<file path="src/rtl/uart_flow_pkg.sv">
package uart_flow_pkg;

    // Raw status bit positions
    localparam int SRC_MODEM = 0;
    localparam int SRC_RXLVL = 1;
    localparam int SRC_TXLVL = 2;
    localparam int SRC_RXTO  = 3;
    localparam int SRC_ERR   = 4;
    localparam int NUM_SRC   = 5;

    localparam int DATA_W = 8;
    localparam int ERR_W  = 3;
    localparam int LVL_W  = 3;
    localparam int CFG_W  = 2 * LVL_W + NUM_SRC;

    typedef enum logic [1:0] {
        TO_IDLE  = 2'd0,
        TO_WAIT  = 2'd1,
        TO_FIRED = 2'd2
    } to_state_e;

endpackage

</file>
<file path="src/rtl/flow_fifo.sv">
module flow_fifo #(
    parameter int WIDTH = 8,
    parameter int DEPTH = 16,
    localparam int AW = $clog2(DEPTH),
    localparam int CW = $clog2(DEPTH + 1)
) (
    input  logic             clk,
    input  logic             rst_n,
    input  logic             push,
    input  logic [WIDTH-1:0] push_data,
    input  logic             pop,
    output logic [WIDTH-1:0] head,
    output logic [CW-1:0]    count,
    output logic             full,
    output logic             empty
);

    logic [WIDTH-1:0] mem [DEPTH];
    logic [AW-1:0]    wr_ptr;
    logic [AW-1:0]    rd_ptr;
    logic             do_push;
    logic             do_pop;

    assign full    = (count == CW'(DEPTH));
    assign empty   = (count == '0);
    assign do_push = push && !full;
    assign do_pop  = pop && !empty;
    assign head    = mem[rd_ptr];

    always_ff @(posedge clk) begin
        if (do_push) begin
            mem[wr_ptr] <= push_data;
        end
    end

    always_ff @(posedge clk or negedge rst_n) begin
        if (!rst_n) begin
            wr_ptr <= '0;
            rd_ptr <= '0;
            count  <= '0;
        end else begin
            if (do_push) begin
                wr_ptr <= wr_ptr + 1'b1;
            end
            if (do_pop) begin
                rd_ptr <= rd_ptr + 1'b1;
            end
            unique case ({do_push, do_pop})
                2'b10:   count <= count + 1'b1;
                2'b01:   count <= count - 1'b1;
                default: count <= count;
            endcase
        end
    end

endmodule

</file>
<file path="src/rtl/rx_idle_timer.sv">
module rx_idle_timer
    import uart_flow_pkg::*;
#(
    parameter int TIMEOUT_BITS = 32,
    localparam int TW = $clog2(TIMEOUT_BITS)
) (
    input  logic clk,
    input  logic rst_n,
    input  logic rx_push,
    input  logic rx_empty,
    input  logic bit_tick,
    output logic expired
);

    localparam logic [TW-1:0] LAST = TW'(TIMEOUT_BITS - 1);

    to_state_e     state_q, state_d;
    logic [TW-1:0] cnt_q, cnt_d;

    always_comb begin
        state_d = state_q;
        cnt_d   = cnt_q;
        if (rx_push) begin
            state_d = TO_WAIT;
            cnt_d   = '0;
        end else begin
            unique case (state_q)
                TO_IDLE: begin
                    cnt_d = '0;
                end
                TO_WAIT: begin
                    if (rx_empty) begin
                        state_d = TO_IDLE;
                        cnt_d   = '0;
                    end else if (bit_tick) begin
                        if (cnt_q == LAST) begin
                            state_d = TO_FIRED;
                        end else begin
                            cnt_d = cnt_q + 1'b1;
                        end
                    end
                end
                TO_FIRED: begin
                    if (rx_empty) begin
                        state_d = TO_IDLE;
                        cnt_d   = '0;
                    end
                end
                default: begin
                    state_d = TO_IDLE;
                    cnt_d   = '0;
                end
            endcase
        end
    end

    always_ff @(posedge clk or negedge rst_n) begin
        if (!rst_n) begin
            state_q <= TO_IDLE;
            cnt_q   <= '0;
        end else begin
            state_q <= state_d;
            cnt_q   <= cnt_d;
        end
    end

    always_comb begin
        expired = (state_q == TO_FIRED);
    end

endmodule

</file>
<file path="src/rtl/irq_merge.sv">
module irq_merge #(
    parameter int NSRC = 5
) (
    input  logic            clk,
    input  logic            rst_n,
    input  logic [NSRC-1:0] cond,
    input  logic            clr_we,
    input  logic [NSRC-1:0] clr_bits,
    input  logic [NSRC-1:0] enable,
    output logic [NSRC-1:0] ris,
    output logic            irq_group
);

    for (genvar i = 0; i < NSRC; i++) begin : g_src
        always_ff @(posedge clk or negedge rst_n) begin
            if (!rst_n) begin
                ris[i] <= 1'b0;
            end else begin
                ris[i] <= (ris[i] && !(clr_we && clr_bits[i])) || cond[i];
            end
        end
    end

    assign irq_group = |(ris & enable);

endmodule

</file>
<file path="src/rtl/uart_fifo_flow.sv">
module uart_fifo_flow
    import uart_flow_pkg::*;
#(
    parameter int DEPTH        = 16,
    parameter int TIMEOUT_BITS = 32,
    localparam int CNT_W = $clog2(DEPTH + 1)
) (
    input  logic              clk,
    input  logic              rst_n,
    input  logic              host_tx_we,
    input  logic [DATA_W-1:0] host_tx_wdata,
    input  logic              host_rx_re,
    output logic [DATA_W-1:0] host_rx_rdata,
    output logic [ERR_W-1:0]  host_rx_rerr,
    input  logic              cfg_we,
    input  logic [CFG_W-1:0]  cfg_wdata,
    input  logic              icr_we,
    input  logic [NUM_SRC-1:0] icr_wdata,
    output logic [NUM_SRC-1:0] stat_ris,
    output logic [CNT_W-1:0]  stat_tx_count,
    output logic [CNT_W-1:0]  stat_rx_count,
    output logic              stat_overrun,
    output logic              eng_tx_valid,
    output logic [DATA_W-1:0] eng_tx_data,
    input  logic              eng_tx_pop,
    input  logic              eng_rx_push,
    input  logic [DATA_W-1:0] eng_rx_data,
    input  logic [ERR_W-1:0]  eng_rx_err,
    input  logic              bit_tick,
    input  logic              modem_cts,
    input  logic              modem_dcd,
    input  logic              modem_dsr,
    output logic              dma_rx_req,
    output logic              dma_tx_req,
    output logic              irq_group,
    output logic              irq_err
);

    localparam int RXW = DATA_W + ERR_W;

    // Control register
    logic [LVL_W-1:0]   rx_lvl_q;
    logic [LVL_W-1:0]   tx_lvl_q;
    logic [NUM_SRC-1:0] enable_q;

    always_ff @(posedge clk or negedge rst_n) begin
        if (!rst_n) begin
            rx_lvl_q <= LVL_W'(2);
            tx_lvl_q <= LVL_W'(2);
            enable_q <= '0;
        end else if (cfg_we) begin
            rx_lvl_q <= cfg_wdata[LVL_W-1:0];
            tx_lvl_q <= cfg_wdata[2*LVL_W-1:LVL_W];
            enable_q <= cfg_wdata[CFG_W-1:2*LVL_W];
        end
    end

    function automatic logic [CNT_W-1:0] level_to_count(input logic [LVL_W-1:0] code);
        case (code)
            3'd0:    return CNT_W'(DEPTH / 8);
            3'd1:    return CNT_W'(DEPTH / 4);
            3'd2:    return CNT_W'(DEPTH / 2);
            3'd3:    return CNT_W'((DEPTH * 3) / 4);
            3'd4:    return CNT_W'((DEPTH * 7) / 8);
            default: return CNT_W'(DEPTH / 2);
        endcase
    endfunction

    // Transmit queue
    logic tx_full, tx_empty;

    flow_fifo #(.WIDTH(DATA_W), .DEPTH(DEPTH)) u_tx_q (
        .clk       (clk),
        .rst_n     (rst_n),
        .push      (host_tx_we),
        .push_data (host_tx_wdata),
        .pop       (eng_tx_pop),
        .head      (eng_tx_data),
        .count     (stat_tx_count),
        .full      (tx_full),
        .empty     (tx_empty)
    );

    // Receive queue: {flags, byte}
    logic [RXW-1:0] rx_head;
    logic           rx_full, rx_empty;

    flow_fifo #(.WIDTH(RXW), .DEPTH(DEPTH)) u_rx_q (
        .clk       (clk),
        .rst_n     (rst_n),
        .push      (eng_rx_push),
        .push_data ({eng_rx_err, eng_rx_data}),
        .pop       (host_rx_re),
        .head      (rx_head),
        .count     (stat_rx_count),
        .full      (rx_full),
        .empty     (rx_empty)
    );

    assign host_rx_rdata = rx_head[DATA_W-1:0];
    assign host_rx_rerr  = rx_head[RXW-1:DATA_W];
    assign eng_tx_valid  = !tx_empty;

    // Idle timeout
    logic to_expired;

    rx_idle_timer #(.TIMEOUT_BITS(TIMEOUT_BITS)) u_timer (
        .clk      (clk),
        .rst_n    (rst_n),
        .rx_push  (eng_rx_push),
        .rx_empty (rx_empty),
        .bit_tick (bit_tick),
        .expired  (to_expired)
    );

    // Source conditions
    logic               overrun_ev;
    logic [NUM_SRC-1:0] cond;

    assign overrun_ev       = eng_rx_push && rx_full;
    assign cond[SRC_MODEM]  = modem_cts || modem_dcd || modem_dsr;
    assign cond[SRC_RXLVL]  = (stat_rx_count >= level_to_count(rx_lvl_q));
    assign cond[SRC_TXLVL]  = (stat_tx_count <= level_to_count(tx_lvl_q));
    assign cond[SRC_RXTO]   = to_expired;
    assign cond[SRC_ERR]    = (eng_rx_push && (|eng_rx_err)) || overrun_ev;

    irq_merge #(.NSRC(NUM_SRC)) u_irq (
        .clk       (clk),
        .rst_n     (rst_n),
        .cond      (cond),
        .clr_we    (icr_we),
        .clr_bits  (icr_wdata),
        .enable    (enable_q),
        .ris       (stat_ris),
        .irq_group (irq_group)
    );

    always_ff @(posedge clk or negedge rst_n) begin
        if (!rst_n) begin
            stat_overrun <= 1'b0;
        end else begin
            stat_overrun <= (stat_overrun && !(icr_we && icr_wdata[SRC_ERR])) || overrun_ev;
        end
    end

    assign irq_err    = stat_ris[SRC_ERR];
    assign dma_rx_req = !rx_empty;
    assign dma_tx_req = (stat_tx_count <= CNT_W'(DEPTH / 2));

endmodule

</file>
<file path="config.mk">
export PLATFORM = sky130hd
export DESIGN_NAME = uart_fifo_flow
export DESIGN_NICKNAME = d
export VERILOG_FILES = /design/src/rtl/uart_flow_pkg.sv /design/src/rtl/flow_fifo.sv /design/src/rtl/rx_idle_timer.sv /design/src/rtl/irq_merge.sv /design/src/rtl/uart_fifo_flow.sv
export SDC_FILE = /design/constraint.sdc
export NUM_CORES = 1
export LEC_CHECK = 0
export ABC_AREA = 0
export BUFFER_PORTS_ARGS = -buffer_cell sky130_fd_sc_hd__buf_2
export CAP_MARGIN = 20
export CORE_UTILIZATION = 60
export DETAILED_ROUTE_END_ITERATION = 8
export PLACE_DENSITY_LB_ADDON = 0.25
export SLEW_MARGIN = 20
export SYNTH_ARGS = -nofsm -noshare
export SYNTH_HDL_FRONTEND = slang
export SYNTH_SLANG_ARGS = --single-unit
</file>
<file path="constraint.sdc">
create_clock -name clk -period 5.9 [get_ports clk]
set_input_delay 1.18 -clock clk [delete_from_list [all_inputs] [get_ports clk]]
set_output_delay 1.18 -clock clk [all_outputs]
set_load 0.02 [all_outputs]
</file>
After elaboration in Yosys (flattened, before gate mapping)
Memory sizes are Yosys's and may differ from the RTL's.
Cells that the tools add are included.
- register bits: 50
- bits in writable memories: 304
- input bits: 47
- output and inout bits: 40
- word-level logic and storage cells: 118
- memories: 2
- add/sub/neg operators: 9
- magnitude comparators: 3
- equal/unequal tests: 20
- muxes and demuxes: 20
- bitwise operators: 1
- reduce and logical (&&, ||, !) cells: 46
- memories (name ; depth ; width ; rd ports ; clocked after Yosys merged registers in ; wr ports ; RTL line ; source):
    u_rx_q.mem ; 16 ; 11 ; 1 ; 0 ; 1 ; flow_fifo.sv:18 ; logic [WIDTH-1:0] mem [DEPTH];
    u_tx_q.mem ; 16 ; 8 ; 1 ; 0 ; 1 ; flow_fifo.sv:18 ;
- operator list (kind ; number):
    case mux 4 bit (4 select lines) ; 2
    case mux 5 bit (2 select lines) ; 3
    2-to-1 mux 5 bit ; 5
    logical AND 1 bit ; 17
    adder 4 x 1 -> 4 bit (second input constant) ; 4
    adder 5 x 1 -> 5 bit (second input constant) ; 3
    equality test 5 bit (second input constant) ; 3
    logical NOT 5 bit ; 2
    2-to-1 mux 2 bit ; 5
    subtractor 5 x 1 -> 5 bit (second input constant) ; 2
    logical NOT 1 bit ; 9
    logical OR 1 bit ; 9
    inequality test 4 bit (second input constant) ; 2
    equality test 2 x 1 -> 1 bit (second input constant) ; 3
    equality test 2 bit (second input constant) ; 3
    equality test 3 x 1 -> 1 bit (second input constant) ; 2
    equality test 3 x 2 -> 1 bit (second input constant) ; 2
    equality test 3 bit (second input constant) ; 2
    logical NOT 3 bit ; 2
    case mux 2 bit (3 select lines) ; 1
    bitwise AND 5 bit ; 1
    greater-or-equal comparator 5 bit ; 1
    less-or-equal comparator 5 x 4 -> 1 bit (second input constant) ; 1
    less-or-equal comparator 5 bit ; 1
    10 further kinds ; 14

Logic depth before layout (Yosys ltp)
Gate-level depths: netlist (run 1).
- depth in word-level cells: 6
- depth in mapped cells: 12
- gate-level depth less buffers: 10

Cells and area by module
From an unflattened synthesis (run 1), not the netlist that was laid out.
- cells, all modules: 866
- area total of the unflattened synthesis: 14712.9 µm²
- modules (own cells, without submodules) (module ; times used ; cells an instance ; area each (µm²) ; sequential area each (µm²)):
    flow_fifo at u_rx_q ; 1 ; 421 ; 7666.1 ; 5610.4
    flow_fifo at u_tx_q ; 1 ; 332 ; 5779.3 ; 4169.0
    uart_fifo_flow ; 1 ; 57 ; 665.6 ; 302.8
    rx_idle_timer ; 1 ; 38 ; 399.1 ; 175.2
    irq_merge ; 1 ; 18 ; 202.7 ; 125.1

Least setup slack after synthesis (run 1)
OpenSTA, ideal clock, no wires.
- path type: input to register
- start point: input port host_tx_we
- end point: register u_tx_q.count[4]
- setup time: 123 ps
- arrival: 2928 ps
- required time: 5777 ps
- path slack: 2849 ps
- stages: 10
- path buffers: 1
- cells stage by stage: a21boi_1 inv_1 ha_1 clkbuf_1 xor2_1 ha_1 and3b_1 o21ai_0 a21oi_1 xnor2_1
- cells in the longest elaborated chain, start to end: 3
- elaborated cells between the ends (all ways): 5
- classes of those cells: 2 x eq/ne; 1 x mux; 2 x reduce/logical
- ends and longest elaborated chain (element ; RTL line ; source):
    from (decl) ; uart_fifo_flow.sv:10 ; input logic host_tx_we,
    logical AND 1 bit * ; flow_fifo.sv:26 ; assign do_push = push && !full;
    equality test 2 x 1 -> 1 bit / equality test 2 bit (equally long branches) ; flow_fifo.sv:48 ; unique case ({do_push, do_pop})
    case mux 5 bit (2 select lines) / nonzero test 2 bit (equally long branches) ; -- ;
    to (signal assigned) ; flow_fifo.sv:49 ; 2'b10: count <= count + 1'b1;
    to (signal assigned) ; flow_fifo.sv:50 ; 2'b01: count <= count - 1'b1;
    to (signal assigned) ; flow_fifo.sv:51 ; default: count <= count;
    to (decl) ; flow_fifo.sv:13 ; output logic [CW-1:0] count,
Mark *: on every way between the ends. The rest lies on a longest branch, timed or not.
A chain may end at the register's enable or synchronous reset.

Worst setup path in the final report (run 1)
- start point: register u_tx_q.rd_ptr[0]
- end point: output port eng_tx_data[1]
- cells in the longest elaborated chain, start to end: 1
- ends and longest elaborated chain (element ; RTL line ; source):
    from (decl) ; flow_fifo.sv:20 ; logic [AW-1:0] rd_ptr;
    from (signal assigned) ; flow_fifo.sv:46 ; rd_ptr <= rd_ptr + 1'b1;
    memory (16 x 8 bit) ; -- ;
    to (decl) ; uart_fifo_flow.sv:24 ; output logic [DATA_W-1:0] eng_tx_data,
Every way passes these cells.

==> run summary, run 1 <==
TIMING
--------------------------------------------------------------------------------------
Final count of hold timing violations                                                0
Period utilization                                                               71.8%
Clock period minus final worst setup slack                                     4.23 ns
Layout Skew                                                                  0.0243 ns
Measured slew at the worst slew-check pin                                      1.03 ns
Maximum achievable frequency                                                   236 MHz
Headroom to the max-slew limit                                                   31.2%
Final setup violation count                                                          0
Final slew viol count                                                                0
Total negative setup slack                                                        0 ns
RSZ-0062 raised after global routing                                             false

JOB
--------------------------------------------------------------------------------------
Number of max-cap violations                                                         0

DRT
--------------------------------------------------------------------------------------
Drt wl/cell                                                                    23.1 um
Vias                                                                              7358
Via density per instance                                                          6.04
Wire length reported by the detailed router                                   28100 um
Post-route DRC                                                                       0
DRC marker count from the first detailed-route iteration                           652
DRT Pass-1 Iters                                                                     5
DRT antenna net count                                                                0

WORST SETUP PATH
--------------------------------------------------------------------------------------
Crit path required time                                                        4.72 ns
Slowest cell on crit path                                                      dfrtp_2
Kind of capture point of the worst setup path                             primary output
Biggest cell delay along the critical path                                     1.05 ns
Worst setup path class                                                      reg -> out
Critical path peak fanout                                                           37
Largest delay share family, worst path                                      flip-flops
Worst setup SP type                                                          flip-flop
Chain of cells forming the critical path                                  buf_4 -> mux4_2 -> a22oi_1 -> nand2_1 -> buf_2
WP data arrival                                                                3.05 ns
WP buf/inv                                                                           2

CLOCK TREE
--------------------------------------------------------------------------------------
Cts hold-fix bufs                                                                    0
CTS tree                                                                           yes
CTS Buf Count                                                                       36
Post-CTS repair timing setup buffer count                                            0
H-tree lvl count                                                                     2
Number of buffers on the longest clock path                                          3
Clock latency of the later-clocked register in the worst-skew pair             0.51 ns
Post-CTS sizing                                                                      0
Cell at the root of the clock tree                                           clkbuf_16
Clock net sink count                                                               354
Worst-path clk slew                                                            0.06 ns

SYNTH
--------------------------------------------------------------------------------------
Yosys warning total                                                                  0
Syn Inst Count                                                                     767
Area leader, netlist                                                          edfxtp_1
Dominant cells by area after synthesis                                    edfxtp_1 (64%), mux4_2 (11%), dfrtp_1 (8.4%), mux2i_1 (2.4%), ha_1 (2.1%)
Number of enable-type register cells in the synthesized netlist                    304
Syn_nets                                                                           838
Post-synth cell types                                                               47
Sequential element share of the synthesized area                                 72.3%
Most common cell in the netlist                                               edfxtp_1
Total of flip-flops plus latches after synthesis                                   354
Area share of the largest cell type after synthesis                              63.6%
Synth Flop Type                                                               edfxtp_1
Commonest cells post-synth                                                edfxtp_1 (304), mux4_2 (71), dfrtp_1 (48), mux2i_1 (35), nor2_1 (33)
Async set-or-reset flop fraction in the synthesized netlist                      14.1%
Area of the mapped netlist                                                   14400 um2
Avg Inst Size Synth                                                           18.7 um2

FINISH
--------------------------------------------------------------------------------------
Layout fillers                                                                    1485
Growth of design area from synthesis to finish                                   13.7%
Ratio of cells with drive above 1 in the final layout                            28.1%
Final-stage net count                                                              945
Number of antenna repair diodes                                                      0

PLACED DESIGN
--------------------------------------------------------------------------------------
Weighted congestion reported at the end of routability-driven placement          0.836
Port-buffer cells                                                                   86
Placed wire-length estimate                                                   17900 um

GRT
--------------------------------------------------------------------------------------
Largest net degree at the start of global routing                                   51
Vias in the first global route                                                    7664
Leftover overflow at the end of global routing                                       0
Overall track demand over capacity in global routing                             24.1%
Number of antenna violations at the first check in global routing                    0
Global-route wire length before repair                                        43000 um

FLOORPLAN
--------------------------------------------------------------------------------------
Die Y                                                                           157 um
Horizontal die dimension                                                        157 um
Placement Rows                                                                      56
Die footprint                                                                24600 um2
Starting density of the core                                                     61.2%
# IOs                                                                               87
Floorplan core area                                                          23500 um2

STATUS
--------------------------------------------------------------------------------------
Status                                                                    complete, no violations

PWR
--------------------------------------------------------------------------------------
Leak                                                                           5.75 nW
Worst-case vdd ir drop                                                      0.000379 V
Power Dens Cells                                                            482 nW/um2
Overall power                                                                0.00787 W

WORST HOLD PATH
--------------------------------------------------------------------------------------
Hold/Removal Path Class                                                     reg -> reg

==> kinds of logic (layout without fill, tap and decap cells) <==
kind of cell,Yosys count,after routing,synth area share (%)
buf+inv,53,185,1.75
compound gates,80,80,3.89
mux,121,121,14.7
fa+ha+maj,24,24,2.09
simple gates,109,109,3.66
xor+xnor,26,26,1.59
flops,354,354,72.3
==> flip-flops by register name, indices dropped and copies added (netlist names), 4 cells and up <==
signal and flops:
u_timer.cnt_q 5, u_tx_q.mem 128, u_rx_q.rd_ptr 4, u_tx_q.count 5
u_tx_q.wr_ptr 4, u_rx_q.count 5, u_tx_q.rd_ptr 4, u_irq.ris 5
enable_q 5, u_rx_q.mem 176, u_rx_q.wr_ptr 4
==> metrics by stage <==
step,area (um2),instances,hold slack (ns),worst slack (ns),util [%]
after floorplan,14400,767,0.480,2.85,-
after global placement,15200,1155,0.472,2.24,64.7
after detailed placement,15200,1155,0.480,2.21,64.7
after CTS,16300,1218,0.493,1.65,69.5
after global routing,16300,1218,0.524,1.46,69.6
final,16300,1218,0.494,1.67,69.6
==> worst reg2reg max path, delay by kind of cell (launching register included) <==
kind                       cells  cell delay (ns)
xor gates and xnor gates       2             0.33
buffers and inverters          1             0.16
adders and majority gates      2             0.55
and+or+nand+nor                2             0.78
DFF                            1             0.49
AOI/OAI and AO/OA              3             0.55
==> cells in the final DEF (no fill, tap or decap), drive strengths merged, types with 2 or more instances in the layout <==
cell | synthesis | layout
bufinv | 0 | 3
mux4 | 71 | 71
nor2 | 33 | 33
a21oi | 12 | 12
ha | 24 | 24
nand2b | 7 | 7
nand4 | 4 | 4
mux2i | 35 | 35
mux2 | 15 | 15
clkinv | 0 | 11
xor2 | 12 | 12
clkbuf | 14 | 47
and3b | 3 | 3
nand2 | 32 | 32
nor2b | 8 | 8
o21ai | 20 | 20
o31ai | 2 | 2
nand3b | 2 | 2
a21o | 2 | 2
dfrtp | 48 | 48
inv | 15 | 16
a21boi | 4 | 4
nor3 | 11 | 11
a22o | 2 | 2
edfxtp | 304 | 304
a221oi | 17 | 17
or3 | 2 | 2
a2111o | 2 | 2
buf | 24 | 107
dfstp | 2 | 2
xnor2 | 14 | 14
a22oi | 12 | 12
nand4b | 2 | 2
nor4 | 2 | 2
==> path summary, 6_finish.rpt <==
path | cells after the start | end | start | slack [ns]
worst max-delay path | 5 | eng_tx_data[1] | u_tx_q.rd_ptr[0]$_DFFE_PN0P_ | 1.67
worst min-delay path | 1 | stat_overrun$_DFF_PN0_ | stat_overrun$_DFF_PN0_ | 0.49
worst max register to register | 10 | u_rx_q.count[4]$_DFFE_PN0P_ | u_rx_q.count[1]$_DFFE_PN0P_ | 2.98
worst min register to register | 1 | stat_overrun$_DFF_PN0_ | stat_overrun$_DFF_PN0_ | 0.49
max in group asynchronous | 1 | u_rx_q.rd_ptr[1]$_DFFE_PN0P_ | rst_n | 4.67
min in group asynchronous | 1 | u_tx_q.rd_ptr[1]$_DFFE_PN0P_ | rst_n | 0.73
==> area by class of cell <==
cell class	instances	area (um2)	share of cell area, %
clock inverters	16	170	1.04
multi-input cells	360	3760	23.0
clock buffers	47	963	5.90
flip-flops and latches	354	10400	63.6
repair buffers	107	591	3.62
inverters	15	56.3	0.345
well taps	319	399	2.44
==> where the power goes <==
group          internal, W  switching, W
logic              0.00105       0.00113
clock network      0.00129      0.000894
registers          0.00305      0.000453
total              0.00539       0.00248
==> metal layers <==
layer	global-route usage [%]	wire length [um]	up-vias	part of all wire, %
met5	0	0	-	0
met4	6.49	568	0	2.0
met3	4.13	1640	48	5.8
met2	41.5	14400	241	51
met1	31.8	11500	3788	41
li1	-	-	3281	-
(Power assumes the default switching activity.)
==> run 2: changes to the inputs <==
==> constraint.sdc (replaced) <==
create_clock -name clk -period 4.45 [get_ports clk]
set_input_delay 0.89 -clock clk [delete_from_list [all_inputs] [get_ports clk]]
set_output_delay 0.89 -clock clk [all_outputs]
set_load 0.02 [all_outputs]
==> run summary, run 2 (synthesis results as in run 1) <==
CLOCK TREE
--------------------------------------------------------------------------------------
CTS tree                                                                           yes
Post-CTS sizing                                                                      0   unchanged
Cell at the root of the clock tree                                           clkbuf_16
Number of buffers on the longest clock path                                          3   unchanged
Post-CTS repair timing setup buffer count                                            0   unchanged
Worst-path clk slew                                                            0.06 ns   about the same
Clock latency of the later-clocked register in the worst-skew pair             0.52 ns   about the same
Cts hold-fix bufs                                                                    0   unchanged
Clock net sink count                                                               354   unchanged
H-tree lvl count                                                                     2   unchanged
CTS Buf Count                                                                       36   unchanged

DRT
--------------------------------------------------------------------------------------
DRT Pass-1 Iters                                                                     7   +2
Via density per instance                                                          6.05   +0.17%
DRC marker count from the first detailed-route iteration                           640   -1.8%
Wire length reported by the detailed router                                   28300 um   +0.58%
DRT antenna net count                                                                0   unchanged
Post-route DRC                                                                       0   unchanged
Drt wl/cell                                                                    23.1 um   +0.33%
Vias                                                                              7389   +0.42%

PWR
--------------------------------------------------------------------------------------
Power Dens Cells                                                            644 nW/um2   +34%
Sequential cell fraction of total power                                          43.6%   -0.9 points
Switching power                                                              0.00330 W   +33%
Int Pwr                                                                      0.00726 W   +35%
Leak                                                                           5.80 nW   +0.92%
Clock network fraction of design power                                           28.3%   +0.6 points
Sw Ratio                                                                         31.2%   -0.28 points
Proportion of power drawn by combinational gates                                 28.1%   +0.3 points
Worst-case vdd ir drop                                                      0.000481 V   +27%

GRT
--------------------------------------------------------------------------------------
Leftover overflow at the end of global routing                                       0   unchanged
Number of antenna violations at the first check in global routing                    0   unchanged
Overall track demand over capacity in global routing                             24.5%   +0.48 points
Vias in the first global route                                                    7729   +0.85%
Global-route wire length before repair                                        44200 um   +2.8%
Largest net degree at the start of global routing                                   51   unchanged

FINISH
--------------------------------------------------------------------------------------
Regs by FF count                                                          u_rx_q.mem x176, u_tx_q.mem x128
Non-filler instance count after layout                                            1221   +0.25%
Number of antenna repair diodes                                                      0   unchanged
Post-route core utilization                                                      69.9%   +0.35 points
Largest register FFs                                                               176   unchanged
Most common library cell in the layout ignoring fill and taps                 edfxtp_1
Most frequent cells in the layout                                         edfxtp_1 (304), buf_2 (85), mux4_2 (71)
Biggest register                                                            u_rx_q.mem
Final-stage net count                                                              947   +0.21%
Growth of design area from synthesis to finish                                   14.2%
Ratio of cells with drive above 1 in the final layout                            28.4%   +0.24 points

TIMING
--------------------------------------------------------------------------------------
Final count of hold timing violations                                                0   unchanged
RSZ-0062 raised after global routing                                             false
Total negative setup slack                                                        0 ns   unchanged
Layout Skew                                                                  0.0251 ns   +0.000766 ns
Measured slew at the worst slew-check pin                                      1.09 ns   +0.0557 ns
Maximum achievable frequency                                                   271 MHz
Period utilization                                                               82.9%
Headroom to the max-slew limit                                                   27.5%   -3.7 points
Final slew viol count                                                                0   unchanged
Clock period minus final worst setup slack                                     3.69 ns
Final setup violation count                                                          0   unchanged

PLACED DESIGN
--------------------------------------------------------------------------------------
Port-buffer cells                                                                   86   unchanged
Instance count after placement with tap cells included                            1157   +0.17%
Weighted congestion reported at the end of routability-driven placement          0.833   -0.41%
Placed wire-length estimate                                                   18100 um   +1.4%

WORST SETUP PATH
--------------------------------------------------------------------------------------
Crit path required time                                                        3.56 ns   -1.16 ns
Reg2Reg Depth                                                                       10   unchanged
Kind of capture point of the worst setup path                             primary output
Worst setup SP type                                                          flip-flop
Critical path peak fanout                                                           32   -14%
Worst setup path class                                                      reg -> out
WP data arrival                                                                2.80 ns   -0.25 ns
Slack of the worst reg-to-reg path                                             1.53 ns   -1.45 ns
Crit Reg-Reg Endpoint                                                     u_rx_q.count[4]$_DFFE_PN0P_
Launch instance of the worst register-to-register path                    u_rx_q.count[1]$_DFFE_PN0P_

FLOORPLAN
--------------------------------------------------------------------------------------
Placement Rows                                                                      56   unchanged
Starting density of the core                                                     61.2%   unchanged
Die footprint                                                                24600 um2   unchanged
Die Y                                                                           157 um   unchanged
# IOs                                                                               87   unchanged
Floorplan core area                                                          23500 um2   unchanged
Horizontal die dimension                                                        157 um   unchanged

JOB
--------------------------------------------------------------------------------------
Number of max-cap violations                                                         0   unchanged

STATUS
--------------------------------------------------------------------------------------
Status                                                                    complete, no violations

WORST HOLD PATH
--------------------------------------------------------------------------------------
Hold/Removal Path Class                                                    in -> async

==> run 2: cell type report <==
type / count / area [um2]
repair buffers: 109 / 631
inverters: 15 / 56.3
multi-input cells: 360 / 3750
clock inverters: 14 / 150
flip-flops and latches: 354 / 10400
clock buffers: 50 / 1040
fillers: 1463 / 7060
well taps: 319 / 399
==> run 2: power by group through the flow <==
stage | registers, W | logic (W) | clock network (W)
2_1_floorplan | 0.00432 | 0.00243 | 0
3_3_place_gp | 0.00464 | 0.00287 | 0
3_5_place_dp | 0.00468 | 0.00298 | 0
4_1_cts | 0.00461 | 0.00299 | 0.00303
5_1_grt | 0.00468 | 0.00321 | 0.00316
6_report | 0.00461 | 0.00297 | 0.00299
==> run 2: worst max-delay path, cell delays in order, from the launching register on <==
cell     delay, ns
dfrtp_2       0.69
buf_12        0.32
mux4_2        0.55
mux4_2        0.50
buf_2         0.18
==> run 2: worst max-delay path by stage <==
stage	slack (ns)	from	end	depth (start not counted)
floorplan	1.69	host_tx_we	u_tx_q.count[4]$_DFFE_PN0P_	10
global placement	1.29	u_rx_q.rd_ptr[0]$_DFFE_PN0P_	host_rx_rerr[0]	4
detailed placement	1.28	eng_rx_push	u_rx_q.count[4]$_DFFE_PN0P_	10
CTS	0.72	u_rx_q.rd_ptr[0]$_DFFE_PN0P_	host_rx_rerr[0]	4
global route	0.60	u_rx_q.rd_ptr[0]$_DFFE_PN0P_	host_rx_rerr[0]	4
finish	0.76	u_rx_q.rd_ptr[0]$_DFFE_PN0P_	host_rx_rerr[0]	4
==> run 2: per-layer routing <==
layer | global-route usage, % | share of wire (%)
met1 | 32.4 | 40
met2 | 42.4 | 52
met3 | 3.60 | 6.0
met4 | 7.47 | 2.0
met5 | 0 | 0
==> run 2: metrics by stage <==
stage | power [W] | setup WS (ns) | cell area, um2 | hold slack [ns]
floorplan | 0.00675 | 1.69 | 14400 | 0.480
global placement | 0.00751 | 1.29 | 15200 | 0.474
detailed placement | 0.00765 | 1.28 | 15200 | 0.493
CTS | 0.0106 | 0.720 | 16400 | 0.507
global route | 0.0111 | 0.599 | 16400 | 0.452
finish | 0.0106 | 0.763 | 16400 | 0.418
